<file path="config.mk">
export PLATFORM = sky130hd
export DESIGN_NAME = bfu_top
export DESIGN_NICKNAME = d
export VERILOG_FILES = /design/src/rtl/bfu_pkg.sv /design/src/rtl/bfu_field_mask.sv /design/src/rtl/bfu_compute.sv /design/src/rtl/bfu_top.sv
export SDC_FILE = /design/constraint.sdc
export NUM_CORES = 1
export LEC_CHECK = 0
export ABC_CLOCK_PERIOD_IN_PS = 10400
export BUFFER_PORTS_ARGS = -buffer_cell sky130_fd_sc_hd__buf_2
export CAP_MARGIN = 10
export CORE_MARGIN = 2
export CORE_UTILIZATION = 43
export CTS_BUF_LIST = sky130_fd_sc_hd__clkbuf_2
export CTS_CLUSTER_SIZE = 10
export DETAILED_ROUTE_END_ITERATION = 8
export HOLD_SLACK_MARGIN = 0.08
export PLACE_DENSITY = 0.66
export SLEW_MARGIN = 20
export SYNTH_ARGS = -nofsm -noshare
export SYNTH_HDL_FRONTEND = slang
export SYNTH_SLANG_ARGS = --single-unit
</file>
<file path="constraint.sdc">
create_clock -name clk -period 10.4 [get_ports clk]
set_clock_uncertainty 0.05 [all_clocks]
set_input_delay 3.12 -clock clk [delete_from_list [all_inputs] [get_ports clk]]
set_output_delay 3.12 -clock clk [all_outputs]
set_load 0.02 [all_outputs]
</file>
<file path="src/rtl/bfu_pkg.sv">
package bfu_pkg;
  localparam int DW = 16;
  localparam int CW = $clog2(DW);
  localparam int LW = CW + 1;

  typedef enum logic [2:0] {
    OP_EXT = 3'b000,
    OP_INS = 3'b001,
    OP_CLR = 3'b010,
    OP_SET = 3'b011,
    OP_TGL = 3'b100
  } bfu_op_e;
endpackage

</file>
<file path="src/rtl/bfu_field_mask.sv">
module bfu_field_mask
  import bfu_pkg::*;
#(
  parameter int W  = DW,
  localparam int C = $clog2(W),
  localparam int L = C + 1
) (
  input  logic [C-1:0] code,
  input  logic [C-1:0] pos,
  output logic [L-1:0] len,
  output logic [W-1:0] low_mask,
  output logic [W-1:0] fld_mask
);
  assign len = {1'b0, code} + L'(1);

  for (genvar i = 0; i < W; i++) begin : g_bit
    // bit i belongs to the right-aligned mask when i < len
    assign low_mask[i] = (L'(i) < len);
    // bit i is in the placed field when pos <= i < pos+len (no wrap)
    assign fld_mask[i] = (L'(i) >= {1'b0, pos}) &&
                         ((L'(i) - {1'b0, pos}) < len);
  end
endmodule

</file>
<file path="src/rtl/bfu_compute.sv">
module bfu_compute
  import bfu_pkg::*;
#(
  parameter int W  = DW,
  localparam int C = $clog2(W)
) (
  input  logic [2:0]   op,
  input  logic [W-1:0] src,
  input  logic [W-1:0] dst,
  input  logic [C-1:0] pos,
  input  logic [W-1:0] low_mask,
  input  logic [W-1:0] fld_mask,
  output logic [W-1:0] res
);
  logic [W-1:0] ext_val, ins_val;

  assign ext_val = (src >> pos) & low_mask;
  assign ins_val = (dst & ~fld_mask) | ((src << pos) & fld_mask);

  always_comb begin
    unique case (op)
      OP_EXT:  res = ext_val;
      OP_INS:  res = ins_val;
      OP_CLR:  res = dst & ~fld_mask;
      OP_SET:  res = dst | fld_mask;
      OP_TGL:  res = dst ^ fld_mask;
      default: res = dst;
    endcase
  end
endmodule

</file>
<file path="src/rtl/bfu_top.sv">
module bfu_top
  import bfu_pkg::*;
#(
  parameter int W  = DW,
  localparam int C = $clog2(W),
  localparam int L = C + 1
) (
  input  logic         clk,
  input  logic         rst,
  input  logic         in_valid,
  output logic         in_ready,
  input  logic [2:0]   op,
  input  logic [W-1:0] src,
  input  logic [W-1:0] dst,
  input  logic [W-1:0] ctrl,
  output logic         out_valid,
  input  logic         out_ready,
  output logic [W-1:0] out_data
);
  logic [C-1:0] code, pos;
  logic [L-1:0] len;
  logic [W-1:0] low_mask, fld_mask, res;
  logic         take;
  logic         vld_q;
  logic [W-1:0] res_q;

  assign code = ctrl[2*C-1:C];
  assign pos  = ctrl[C-1:0];

  bfu_field_mask #(.W(W)) u_mask (
    .code     (code),
    .pos      (pos),
    .len      (len),
    .low_mask (low_mask),
    .fld_mask (fld_mask)
  );

  bfu_compute #(.W(W)) u_calc (
    .op       (op),
    .src      (src),
    .dst      (dst),
    .pos      (pos),
    .low_mask (low_mask),
    .fld_mask (fld_mask),
    .res      (res)
  );

  assign in_ready = !vld_q || out_ready;
  assign take     = in_valid && in_ready;

  always_ff @(posedge clk) begin
    if (rst) begin
      vld_q <= 1'b0;
      res_q <= '0;
    end else if (take) begin
      vld_q <= 1'b1;
      res_q <= res;
    end else if (out_ready) begin
      vld_q <= 1'b0;
    end
  end

  assign out_valid = vld_q;
  assign out_data  = res_q;


  mask_len_chk: assert property (@(posedge clk) disable iff (rst)
    ($countones(fld_mask) <= len) && ($countones(low_mask) == len));


  ext_upper_zero_chk: assert property (@(posedge clk) disable iff (rst)
    take && (op == OP_EXT) |=> ((out_data & ~$past(low_mask)) == '0));


  outside_keep_chk: assert property (@(posedge clk) disable iff (rst)
    take && (op != OP_EXT) |=> (((out_data ^ $past(dst)) & ~$past(fld_mask)) == '0));


  accept_valid_chk: assert property (@(posedge clk) disable iff (rst)
    take |=> out_valid);


  hold_stall_chk: assert property (@(posedge clk) disable iff (rst)
    out_valid && !out_ready |=> out_valid && $stable(out_data));


  logic rst_q;
  always_ff @(posedge clk) rst_q <= rst;
  always_ff @(posedge clk) begin
    if (rst_q === 1'b1 && !rst)
      reset_clear_chk: assert (!out_valid && out_data == '0);
  end
endmodule

</file>
After elaboration in Yosys (flattened, before gate mapping)
Cells that the tools add are included.

operators by class
  muxes and demuxes = 3
  add/subtract/negate cells = 17
  shift operators = 2
  order comparisons = 47
  reduce and logical (&&, ||, !) cells = 20
  bitwise gates (word level) = 7
  eq/ne operators = 4

operators by type and width
  kind                                                                                 number
  5-bit < comparator                                                                   16
  16-bit one-hot mux with 5 select lines                                               1
  16-bit AND                                                                           3
  4-bit by 5-bit < comparator with 1-bit output (first input constant)                 8
  4-bit by 4-bit subtractor with 5-bit output (first input constant)                   8
  16-bit OR                                                                            2
  4-bit greater-or-equal comparator (first input constant)                             7
  3-bit by 5-bit < comparator with 1-bit output (first input constant)                 4
  3-bit by 4-bit subtractor with 5-bit output (first input constant)                   4
  3-bit by 4-bit greater-or-equal comparator with 1-bit output (first input constant)  4
  1-bit logical AND                                                                    16
  16-bit inverter                                                                      1
  16-bit by 4-bit << shifter with 16-bit output                                        1
  16-bit by 4-bit >> shifter with 16-bit output                                        1
  16-bit bitwise XOR                                                                   1
  1-bit by 5-bit < comparator with 1-bit output (first input constant)                 2
  2-bit by 5-bit < comparator with 1-bit output (first input constant)                 2
  1-bit by 4-bit subtractor with 5-bit output (first input constant)                   2
  2-bit by 4-bit subtractor with 5-bit output (first input constant)                   2
  1-bit by 4-bit greater-or-equal comparator with 1-bit output (first input constant)  2
  2-bit by 4-bit greater-or-equal comparator with 1-bit output (first input constant)  2
  3-bit by 2-bit equality test with 1-bit output (second input constant)               2
  4-bit by 1-bit adder with 5-bit output (second input constant)                       1
  3-bit by 1-bit equality test with 1-bit output (second input constant)               1
  6 further kinds                                                                      7

storage, ports and cells
  flip-flop bits (word level) = 17

Longest topological paths before layout
Gate-level depths: netlist (run 1).

  depth after elaboration = 7
  gate-level depth with buffers = 20
  gate-level depth less buffers = 17

Hierarchy
A second synthesis (run 1) with hierarchy kept.

unflattened totals
  cells, all modules = 724
  area total of the unflattened synthesis = 5510.3 µm²

modules (own cells, without submodules)
  module          cells each  instances  seq. area each (µm²)  area an instance (µm²)
  bfu_compute     404         1          0.0                   2967.8
  bfu_field_mask  242         1          0.0                   1747.9
  bfu_top         78          1          340.3                 794.5

Worst setup path after synthesis (run 1)
No wires, ideal clock.

  path type = in2reg
  start point = input port ctrl[1]
  end point = register res_q[5], in the netlist out_data[5]
  required time = 10.220 ns
  data arrival time = 6.364 ns
  path slack = 3.855 ns
  stages = 17
  cells stage by stage = buf_4 buf_6 buf_2 inv_1 ha_1 inv_1 ha_1 a21o_1 maj3_1 a211oi_1 inv_1 ha_1 o21a_1 o22a_1 a221oi_1 a2bb2oi_1 o41ai_1

on the way
  word-level cells in the longest chain between the ends = 7
  elaborated cells on any way between the ends = 14
  those cells by class = add/sub (1); order compare (2); shift (2); mux (1); bitwise (7); reduce/logical (1)

ends and longest elaborated chain
  element                                      RTL line                              RTL
  start: declaration                           bfu_top.sv:15                         input logic [W-1:0] ctrl,
  3-bit by 4-bit subtractor with 5-bit output  bfu_field_mask.sv:21                  ((L'(i) - {1'b0, pos}) < len);
  5-bit < comparator                           bfu_field_mask.sv:21
  1-bit logical AND                            bfu_field_mask.sv:20                  assign fld_mask[i] = (L'(i) >= {1'b0, pos}) &&
  16-bit inverter                              bfu_compute.sv:18, bfu_compute.sv:24
  16-bit AND                                   bfu_compute.sv:18, bfu_compute.sv:24
  16-bit OR                                    bfu_compute.sv:18                     assign ins_val = (dst & ~fld_mask) | ((src << pos) & fld_mask);
  16-bit one-hot mux with 5 select lines *     bfu_compute.sv:21                     unique case (op)
  end signal: assignment                       bfu_top.sv:57                         res_q <= res;
  end: declaration                             bfu_top.sv:25                         logic [W-1:0] res_q;

Mark *: on every way between the ends. The rest lies on a longest branch, timed or not.
A chain may end at the register's enable or synchronous reset.

Final worst setup path (run 1)
Same ends and word-level chain as after synthesis.

==> key figures, run 1 <==
Run status
  • Status: finished clean

Timing
  • Relative slew slack: 0.343
  • Final min period: 7.29 ns
  • Final Max Tran Viols: 0
  • TNS Setup: 0 ns
  • Worst-Margin Slew: 0.985 ns
  • RSZ-0062 raised after global routing: false
  • Final hold vios: 0
  • Setup violations, final: 0
  • Part of the cycle the worst path needs: 0.701
  • F_max: 137 MHz

Clock tree
  • Hold buffer count at cts: 0
  • Clock buffer depth: 2
  • # clock sinks: 17
  • Clk slew on worst S/H paths: 0.17 ns
  • Root Driver: clkbuf_2
  • CTS tree: built
  • TritonCTS buffer count: 3
  • H-tree depth: 1
  • Worst-Skew Late Latency: 0.31 ns
  • Total setup buffers inserted after CTS: 0
  • CTS resizes: 0

Place
  • Gpl congestion: 0.935
  • Placed insts: 797
  • Port Buffers: 64
  • Hpwl dp: 11.7 mm

Yosys
  • Mux share of post-synthesis cell area: 0.168
  • Largest family of logic cells by synthesized area: compound AO/OA/AOI/OAI gates
  • Number of synthesized flops with an enable pin: 0
  • Distinct cell type count after synthesis: 69
  • Seq/Total Area, Yosys: 0.0700
  • Synth Area in Adders: 0.242
  • Compound-gate portion of the synthesized area: 0.272
  • Synthesized-area fraction occupied by and/or/nand/nor cells: 0.161
  • XOR/XNOR Fraction of Synth Area: 0.0108
  • Top FF cell, synth: dfxtp_1
  • Async set-reset flop share out of synthesis: 0
  • Syn_nets: 776
  • Synth Cell Area: 0.00486 mm2
  • Number of synthesized register bits: 17
  • Ys Warns: 0
  • Cell count after synthesis: 631
  • Syn_area_per_cell: 7.71 um2

GRT
  • Largest net degree at the start of global routing: 54
  • All-layer global routing usage: 0.250
  • Global-route wire length before repair: 23.9 mm
  • Initial antenna violation count: 0
  • Vias in the first global route: 4,526
  • Global route overflow: 0

Pwr
  • Total power: 0.000357 W
  • Static Leak: 2.30 nW
  • Pwr/cell area: 68.6 mW/mm2
  • VDD IR max: 0.0702 mV

Floorplanning
  • Rows: 38
  • Die W: 110 um
  • Die Height: 110 um
  • Io pins: 73
  • Area of the core: 0.0109 mm2
  • Die Footprint: 0.0122 mm2
  • Starting Density: 0.445

Detailed routing
  • Vias: 4,996
  • Routed Antenna Nets: 0
  • First drt pass iteration count: 7
  • Avg WL per Cell: 18.7 um
  • DRC errors left: 0
  • Vias per cell: 6.24
  • Drt initial violations: 438
  • Drt total wl: 15.0 mm

Finish
  • Layout cells sized above 1: 0.174
  • Layout area overhead: 7.03%
  • Layout Cells excl Fill: 801
  • Final nets: 807
  • Fillers: 1,117
  • # diodes: 0

Worst setup path
  • Type of destination of the critical path: register
  • Crit-path max cell delay: 0.73 ns
  • Critical Path Stages: 15
  • CP max FO: 42
  • CP Cell Sequence: buf_2 > inv_1 > ha_1 > inv_1 > ha_1 > a21o_1 > maj3_1 > a211oi_1 > inv_1 > ha_1 > o21a_1 > o22a_1 > a221oi_1 > a2bb2oi_1 > o41ai_1
  • Slowest CP cell: buf_2
  • CP Buf/Inv Count: 4
  • Worst Setup Path Type: in2reg
  • CP Launch Type: input pin
  • R2R cell count: 6
  • Crit path required time: 10.55 ns
  • Arr. time, crit path: 7.44 ns
  • Crit-path leading delay family: compound AO/OA/AOI/OAI gates

Hold path
  • Hold Crit Depth: 2
  • HP Class: reg2reg

Job
  • Number of max-cap violations: 0
[layout by cell type (no fill, tap or decap), types with 19 or more instances in the layout]
master   synthesis  routed
ha_1            90      90
buf_2            4      64
nor2_1          59      59
a21oi_1         51      51
nand2_1         49      49
inv_1           41      41
o21ai_0         34      34
o22ai_1         22      22
mux2i_1         22      22
mux4_2          21      21
o21a_1          19      19
[sequential cells by signal, summed over array words and instances (netlist names)]
register   count
out_data      16
out_valid      1
[cell families after synthesis]
logic type,after synthesis
muxes,54
buffers and inverters,85
and+or+nand+nor,171
xor gates and xnor gates,6
AOI/OAI and AO/OA,203
DFF,17
adders and majority gates,95
[path summary, 6_finish.rpt]
| check | from | endpoint | slack, ns |
|---|---|---|---|
| worst max register to register | out_valid | out_data[5] | 8.32 |
| worst min register to register | out_data[2] | out_data[2] | 0.44 |
| worst max-delay path | ctrl[1] | out_data[5] | 3.11 |
| worst min-delay path | out_data[2] | out_data[2] | 0.44 |
[power breakdown]
| group | internal, W | switching [W] |
|---|---|---|
| Combinational | 0.000102 | 0.000150 |
| Sequential | 0.0000708 | 0.00000295 |
| Clock | 0.00000871 | 0.0000224 |
[cell type report]
cell class              count  area, um2  share of cell area
clock buffers               3       15.0             0.00289
clock inverters             1       5.00            0.000962
inverters                  43        161              0.0310
multi-input cells         529       4160               0.799
flip-flops and latches     17        340              0.0654
well taps                 140        175              0.0337
repair buffers             68        350              0.0673
[cells in the mapped netlist, types with 4 or more instances]
| cell type | instances | area [um2] |
|---|---|---|
| buf_2 | 4 | 20.0 |
| xnor2_1 | 4 | 35.0 |
| nor2b_1 | 5 | 31.3 |
| nand3_1 | 16 | 80.1 |
| inv_1 | 41 | 154 |
| mux2_2 | 9 | 101 |
| a21o_1 | 6 | 45.0 |
| dfxtp_1 | 17 | 340 |
| nand2_1 | 49 | 184 |
| buf_6 | 4 | 45.0 |
| clkbuf_1 | 27 | 101 |
| o22ai_1 | 22 | 138 |
| ha_1 | 90 | 1130 |
| a221o_1 | 4 | 40.0 |
| o21ai_1 | 6 | 30.0 |
| or3_1 | 5 | 31.3 |
| o211ai_1 | 7 | 52.6 |
| mux4_2 | 21 | 473 |
| o21ai_0 | 34 | 170 |
| mux2i_1 | 22 | 220 |
| nor3_1 | 14 | 70.1 |
| a31oi_1 | 6 | 37.5 |
| a21oi_1 | 51 | 255 |
| buf_1 | 4 | 15.0 |
| nand2b_1 | 7 | 43.8 |
| a22oi_1 | 4 | 30.0 |
| a211o_1 | 4 | 35.0 |
| o21a_1 | 19 | 143 |
| nor2_1 | 59 | 221 |
| a21boi_0 | 5 | 37.5 |
[routing by layer]
layer | track usage | wire (um) | vias to the layer above
li1 | - | - | 2393
met1 | 0.372 | 6870 | 2375
met2 | 0.392 | 6780 | 202
met3 | 0.0153 | 1000 | 26
met4 | 0.0634 | 348 | 0
met5 | 0 | 0 | -
[metrics by stage]
step	hold WS (ns)	util	cell area, um2	worst slack [ns]
after global routing	0.460	0.476	5200	2.83
after floorplan	0.487	-	4860	3.86
final	0.442	0.476	5200	3.11
after CTS	0.440	0.476	5200	3.13
after detailed placement	0.414	0.474	5180	2.79
after global placement	0.404	0.474	5180	2.92
[worst reg2reg max path, delay by kind of cell (launching register included)]
| kind | cells | cell delay, ns |
|---|---|---|
| and+or+nand+nor | 3 | 1.12 |
| AOI/OAI and AO/OA | 3 | 0.47 |
| DFF | 1 | 0.34 |
Note: power is estimated with default switching activity, not from simulation.
==> inputs of run 2 (changes only) <==
ABC_CLOCK_PERIOD_IN_PS = 5900   (was 10400)
PLACE_DENSITY = 0.68   (was 0.66)
clock period = 5.9 ns   (was 10.4 ns; I/O delays follow)
==> key figures, run 2 (synthesis gave the netlist of run 1 again) <==
Finish
  • Layout cells sized above 1: 0.186 (+0.0123)
  • Commonest non-fill, non-tap cells in the layout: ha_1, buf_2, nor2_1
  • Max reg flops: 16 (unchanged)
  • Commonest non-fill, non-tap cell in the layout: ha_1
  • Final core utilization: 0.483 (+0.00687)
  • Layout area overhead: 8.57%
  • # diodes: 0 (unchanged)
  • Final nets: 817 (+1.2%)
  • Layout Cells excl Fill: 811 (+1.2%)

GRT
  • Global routing met3 resource utilization: 0.0118 (-0.00353)
  • Global-route wire length before repair: 24.1 mm (+0.90%)
  • Largest net degree at the start of global routing: 54 (unchanged)
  • All-layer global routing usage: 0.253 (+0.00286)
  • GR Util met1: 0.359 (-0.0124)
  • Global-route layer with the greatest usage: met2
  • Initial antenna violation count: 0 (unchanged)
  • Global Route met2 Usage: 0.427 (+0.0355)
  • Global route overflow: 0 (unchanged)
  • Vias in the first global route: 4,625 (+2.2%)

Timing
  • Relative slew slack: 0.357 (+0.0131)
  • Worst-Margin Slew: 0.965 ns (-0.0202 ns)
  • Setup violations, final: 0 (unchanged)
  • Part of the cycle the worst path needs: 0.879
  • F_max: 193 MHz
  • RSZ-0062 raised after global routing: false
  • Final hold vios: 0 (unchanged)
  • TNS Setup: 0 ns (unchanged)
  • Final min period: 5.19 ns
  • Final Max Tran Viols: 0 (unchanged)
  • Hold_ws: 0.442 ns (-0.000126 ns)

Floorplanning
  • Die Height: 110 um (unchanged)
  • Io pins: 73 (unchanged)
  • Rows: 38 (unchanged)
  • Die W: 110 um (unchanged)
  • Die Footprint: 0.0122 mm2 (unchanged)
  • Area of the core: 0.0109 mm2 (unchanged)
  • Starting Density: 0.445 (unchanged)

Detailed routing
  • Vias: 5,025 (+0.58%)
  • Vias per cell: 6.20 (-0.66%)
  • DRC errors left: 0 (unchanged)
  • Drt initial violations: 489 (+12%)
  • First drt pass iteration count: 5 (-2)
  • Routed Antenna Nets: 0 (unchanged)
  • Avg WL per Cell: 18.8 um (+0.45%)
  • Drt total wl: 15.3 mm (+1.7%)

Hold path
  • Hold Crit Depth: 2 (unchanged)
  • HP Class: reg2reg

Job
  • Number of max-cap violations: 0 (unchanged)

Place
  • Placed insts: 807 (+1.3%)
  • Gpl congestion: 0.902 (-3.6%)
  • Hpwl dp: 12.1 mm (+3.1%)
  • Port Buffers: 64 (unchanged)

Clock tree
  • # clock sinks: 17 (unchanged)
  • Worst-Skew Late Latency: 0.33 ns (+0.02 ns)
  • Clock buffer depth: 2 (unchanged)
  • Clk slew on worst S/H paths: 0.20 ns (+0.03 ns)
  • H-tree depth: 1 (unchanged)
  • TritonCTS buffer count: 3 (unchanged)
  • Hold buffer count at cts: 0 (unchanged)
  • CTS tree: built
  • CTS resizes: 0 (unchanged)
  • Root Driver: clkbuf_2
  • Total setup buffers inserted after CTS: 0 (unchanged)

Worst setup path
  • Type of destination of the critical path: register
  • Arr. time, crit path: 5.37 ns (-2.07 ns)
  • Worst Setup Path Type: in2reg
  • CP Launch Type: input pin
  • Crit path required time: 6.08 ns (-4.47 ns)
  • R2R cell count: 6 (unchanged)
  • CP max FO: 9 (-79%)

Pwr
  • Pwr/cell area: 122 mW/mm2 (+77%)
  • VDD IR max: 0.0804 mV (+15%)
  • Static Leak: 2.35 nW (+2.1%)

Run status
  • Status: finished clean
run 2: cell count changes in the layout (fill, tap and decap cells not counted), sizes merged:
cell	before	now
buf	68	78
run 2: per-stage QoR:
step / worst slack, ns / instance area (um2) / power, W
4_1_cts: 0.758 / 5280 / 0.000636
5_1_grt: 0.551 / 5280 / 0.000698
6_report: 0.711 / 5280 / 0.000642
3_3_place_gp: 0.509 / 5260 / 0.000560
2_1_floorplan: 0.705 / 4860 / 0.000447
3_5_place_dp: 0.399 / 5260 / 0.000578
run 2: worst max-delay path, cell delays in order:
cell,delay [ns]
buf_2,0.15
ha_1,0.31
nor2b_1,0.32
nor2_1,0.09
buf_4,0.18
ha_1,0.33
a21oi_1,0.15
o21ai_1,0.11
maj3_1,0.36
a221oi_2,0.36
inv_1,0.12
ha_1,0.29
o21a_1,0.17
o22ai_1,0.12
o211ai_1,0.11
a31oi_1,0.33
nor3_1,0.08
run 2: final cells by class:
type | count | area (um2)
clock inverters | 1 | 5.00
well taps | 140 | 175
repair buffers | 78 | 425
inverters | 43 | 161
multi-input cells | 529 | 4160
fillers | 1103 | 5660
clock buffers | 3 | 15.0
flip-flops and latches | 17 | 340
run 2: where the power goes:
group          switching [W]  total [W]  internal [W]
Combinational       0.000268   0.000453      0.000185
Sequential        0.00000560   0.000130      0.000125
Clock              0.0000437  0.0000591     0.0000154
Total               0.000317   0.000642      0.000325
run 2: final timing paths:
kind              slack (ns)           to        start
setup / recovery        0.71  out_data[9]      ctrl[5]
hold / removal          0.44  out_data[1]  out_data[1]
setup reg to reg        3.83  out_data[5]    out_valid
hold reg to reg         0.44  out_data[1]  out_data[1]
run 2: metal layers:
layer / wire, um / up-vias
met1: 6920 / 2372
li1: - / 2414
met5: 0 / -
met2: 7050 / 218
met3: 1020 / 21
met4: 265 / 0
==> inputs of run 3 (changes only) <==
SYNTH_HIERARCHICAL = 1   (was not set)
==> key figures, run 3 <==
Run status
  • Status: finished clean

Hold path
  • HP Class: reg2reg

Detailed routing
  • Vias per cell: 5.96 (-3.9%)
  • Avg WL per Cell: 18.3 um (-2.7%)
  • Drt total wl: 17.0 mm (+12%)
  • DRC errors left: 0 (unchanged)
  • Drt initial violations: 533 (+9.0%)
  • Routed Antenna Nets: 0 (unchanged)
  • First drt pass iteration count: 5 (unchanged)
  • Vias: 5,546 (+10%)

Floorplanning
  • Die W: 117 um (+6.2%)
  • Io pins: 73 (unchanged)
  • Rows: 41 (+7.9%)
  • Starting Density: 0.438 (-0.00649)
  • Area of the core: 0.0126 mm2 (+15%)
  • Die Footprint: 0.0137 mm2 (+13%)
  • Die Height: 117 um (+6.2%)

Finish
  • # diodes: 0 (unchanged)
  • Commonest non-fill, non-tap cell in the layout: ha_1
  • Fillers: 1,300 (+18%)
  • Commonest non-fill, non-tap cells in the layout: ha_1, buf_2, nor2_1
  • Max reg flops: 16 (unchanged)
  • Layout Cells excl Fill: 931 (+15%)
  • Layout area overhead: 7.09%
  • Final nets: 902 (+10%)
  • Layout cells sized above 1: 0.183 (-0.00315)

Clock tree
  • H-tree depth: 1 (unchanged)
  • CTS resizes: 0 (unchanged)
  • Clock buffer depth: 2 (unchanged)
  • CTS tree: built
  • Total setup buffers inserted after CTS: 0 (unchanged)
  • Worst-Skew Late Latency: 0.30 ns (-0.03 ns)
  • Root Driver: clkbuf_2
  • Hold buffer count at cts: 0 (unchanged)
  • # clock sinks: 17 (unchanged)
  • Clk slew on worst S/H paths: 0.18 ns (-0.02 ns)
  • TritonCTS buffer count: 3 (unchanged)

Timing
  • Final Max Tran Viols: 0 (unchanged)
  • Setup violations, final: 0 (unchanged)
  • Hold_ws: 0.530 ns (+0.0880 ns)
  • Worst-Margin Slew: 1.17 ns (+0.201 ns)
  • Part of the cycle the worst path needs: 0.886 (+0.00628)
  • F_max: 191 MHz (-0.71%)
  • Final hold vios: 0 (unchanged)
  • TNS Setup: 0 ns (unchanged)
  • Relative slew slack: 0.203 (-0.154)
  • Final min period: 5.23 ns (+0.0370 ns)
  • RSZ-0062 raised after global routing: false

Worst setup path
  • Crit-path leading delay family: compound AO/OA/AOI/OAI gates
  • Crit-path max cell delay: 0.39 ns (+0.03 ns)
  • Slowest CP cell: o32ai_1
  • CP Cell Sequence: buf_2 > ha_1 > xor2_1 > inv_1 > ha_1 > a21oi_1 > o21ai_0 > a21o_1 > a211oi_1 > buf_4 > inv_1 > ha_1 > nor2b_1 > o32ai_1 > o211ai_1 > o21ai_0 > a22oi_1 > nand3_1 > a21oi_2
  • Type of destination of the critical path: register
  • Crit path required time: 6.06 ns (-0.02 ns)
  • Most frequent cell on the critical path: ha_1
  • Worst Setup Path Type: in2reg
  • Arr. time, crit path: 5.38 ns (about the same)
  • CP Buf/Inv Count: 4 (+1)
  • CP Launch Type: input pin
  • CP max FO: 9 (unchanged)

Pwr
  • Total power: 0.000684 W (+6.5%)
  • Static Leak: 2.60 nW (+11%)
  • Comb power frac: 0.733 (+0.028)
  • Pwr/cell area: 116 mW/mm2 (-4.7%)
  • Clock share of power: 0.079 (-0.013)
  • Internal power: 0.000342 W (+5.2%)
  • Sequential Power Share: 0.188 (-0.015)
  • VDD IR max: 0.0519 mV (-35%)
  • Switching Power: 0.000342 W (+7.9%)
  • Switching Share: 0.500 (+0.00646)

GRT
  • All-layer global routing usage: 0.247 (-0.00539)
  • Largest net degree at the start of global routing: 50 (-7.4%)
  • Initial antenna violation count: 0 (unchanged)
  • Global-route wire length before repair: 26.8 mm (+11%)
  • Global route overflow: 0 (unchanged)
  • Vias in the first global route: 4,921 (+6.4%)

Job
  • Number of max-cap violations: 0 (unchanged)

Yosys
  • Ys Warns: 6 (+6)
  • Synth Cell Area: 0.00551 mm2 (+13%)
  • Syn_area_per_cell: 7.62 um2 (-1.2%)
  • Syn_nets: 865 (+11%)
  • Cell count after synthesis: 723 (+15%)

Place
  • Gpl congestion: 0.971 (+7.7%)
  • Port Buffers: 64 (unchanged)
  • Hpwl dp: 13.2 mm (+9.5%)
  • Placed insts: 927 (+15%)
-- run 3: layout make-up --
cell class                 instances  area (um2)  share of cell area
clock inverter                     1        5.00            0.000849
sequential                        17         340              0.0577
tap                              172         215              0.0365
inverter                          61         229              0.0388
timing repair buffer              85         478              0.0811
multi-input combinational        592        4610               0.783
clock buffer                       3        15.0             0.00255
-- run 3: worst paths after layout --
check | cells past startpoint | slack, ns | from | endpoint
hold reg to reg | 2 | 0.53 | out_data[11] | out_data[11]
setup / recovery | 19 | 0.67 | ctrl[5] | out_data[10]
setup reg to reg | 3 | 4.74 | out_valid | out_data[1]
hold / removal | 2 | 0.53 | out_data[11] | out_data[11]
-- run 3: power by group through the flow --
stage | clock network [W] | logic, W | registers [W]
2_1_floorplan | 0 | 0.000344 | 0.000142
3_3_place_gp | 0 | 0.000486 | 0.000130
3_5_place_dp | 0 | 0.000492 | 0.000131
4_1_cts | 0.0000555 | 0.000494 | 0.000128
5_1_grt | 0.0000609 | 0.000556 | 0.000129
6_report | 0.0000544 | 0.000501 | 0.000129
-- run 3: through the flow --
step           worst slack [ns]  area [um2]   util
2_1_floorplan              1.04        5510      -
3_3_place_gp              0.452        5880  0.468
3_5_place_dp              0.425        5880  0.468
4_1_cts                   0.757        5900  0.469
5_1_grt                   0.371        5900  0.469
6_report                  0.674        5900  0.469
-- run 3: routing by layer --
metal	track usage	vias to the layer above	wire length, um
met2	0.370	219	7390
met4	0.0408	0	322
met5	0	-	0
li1	-	2741	-
met3	0.0433	19	1320
met1	0.375	2567	8010
-- run 3: worst register-to-register path, cell delays in order, from the launching register on --
cell	delay (ns)
dfxtp_1	0.42
nand2b_4	0.23
a21bo_1	0.27
a21oi_2	0.14
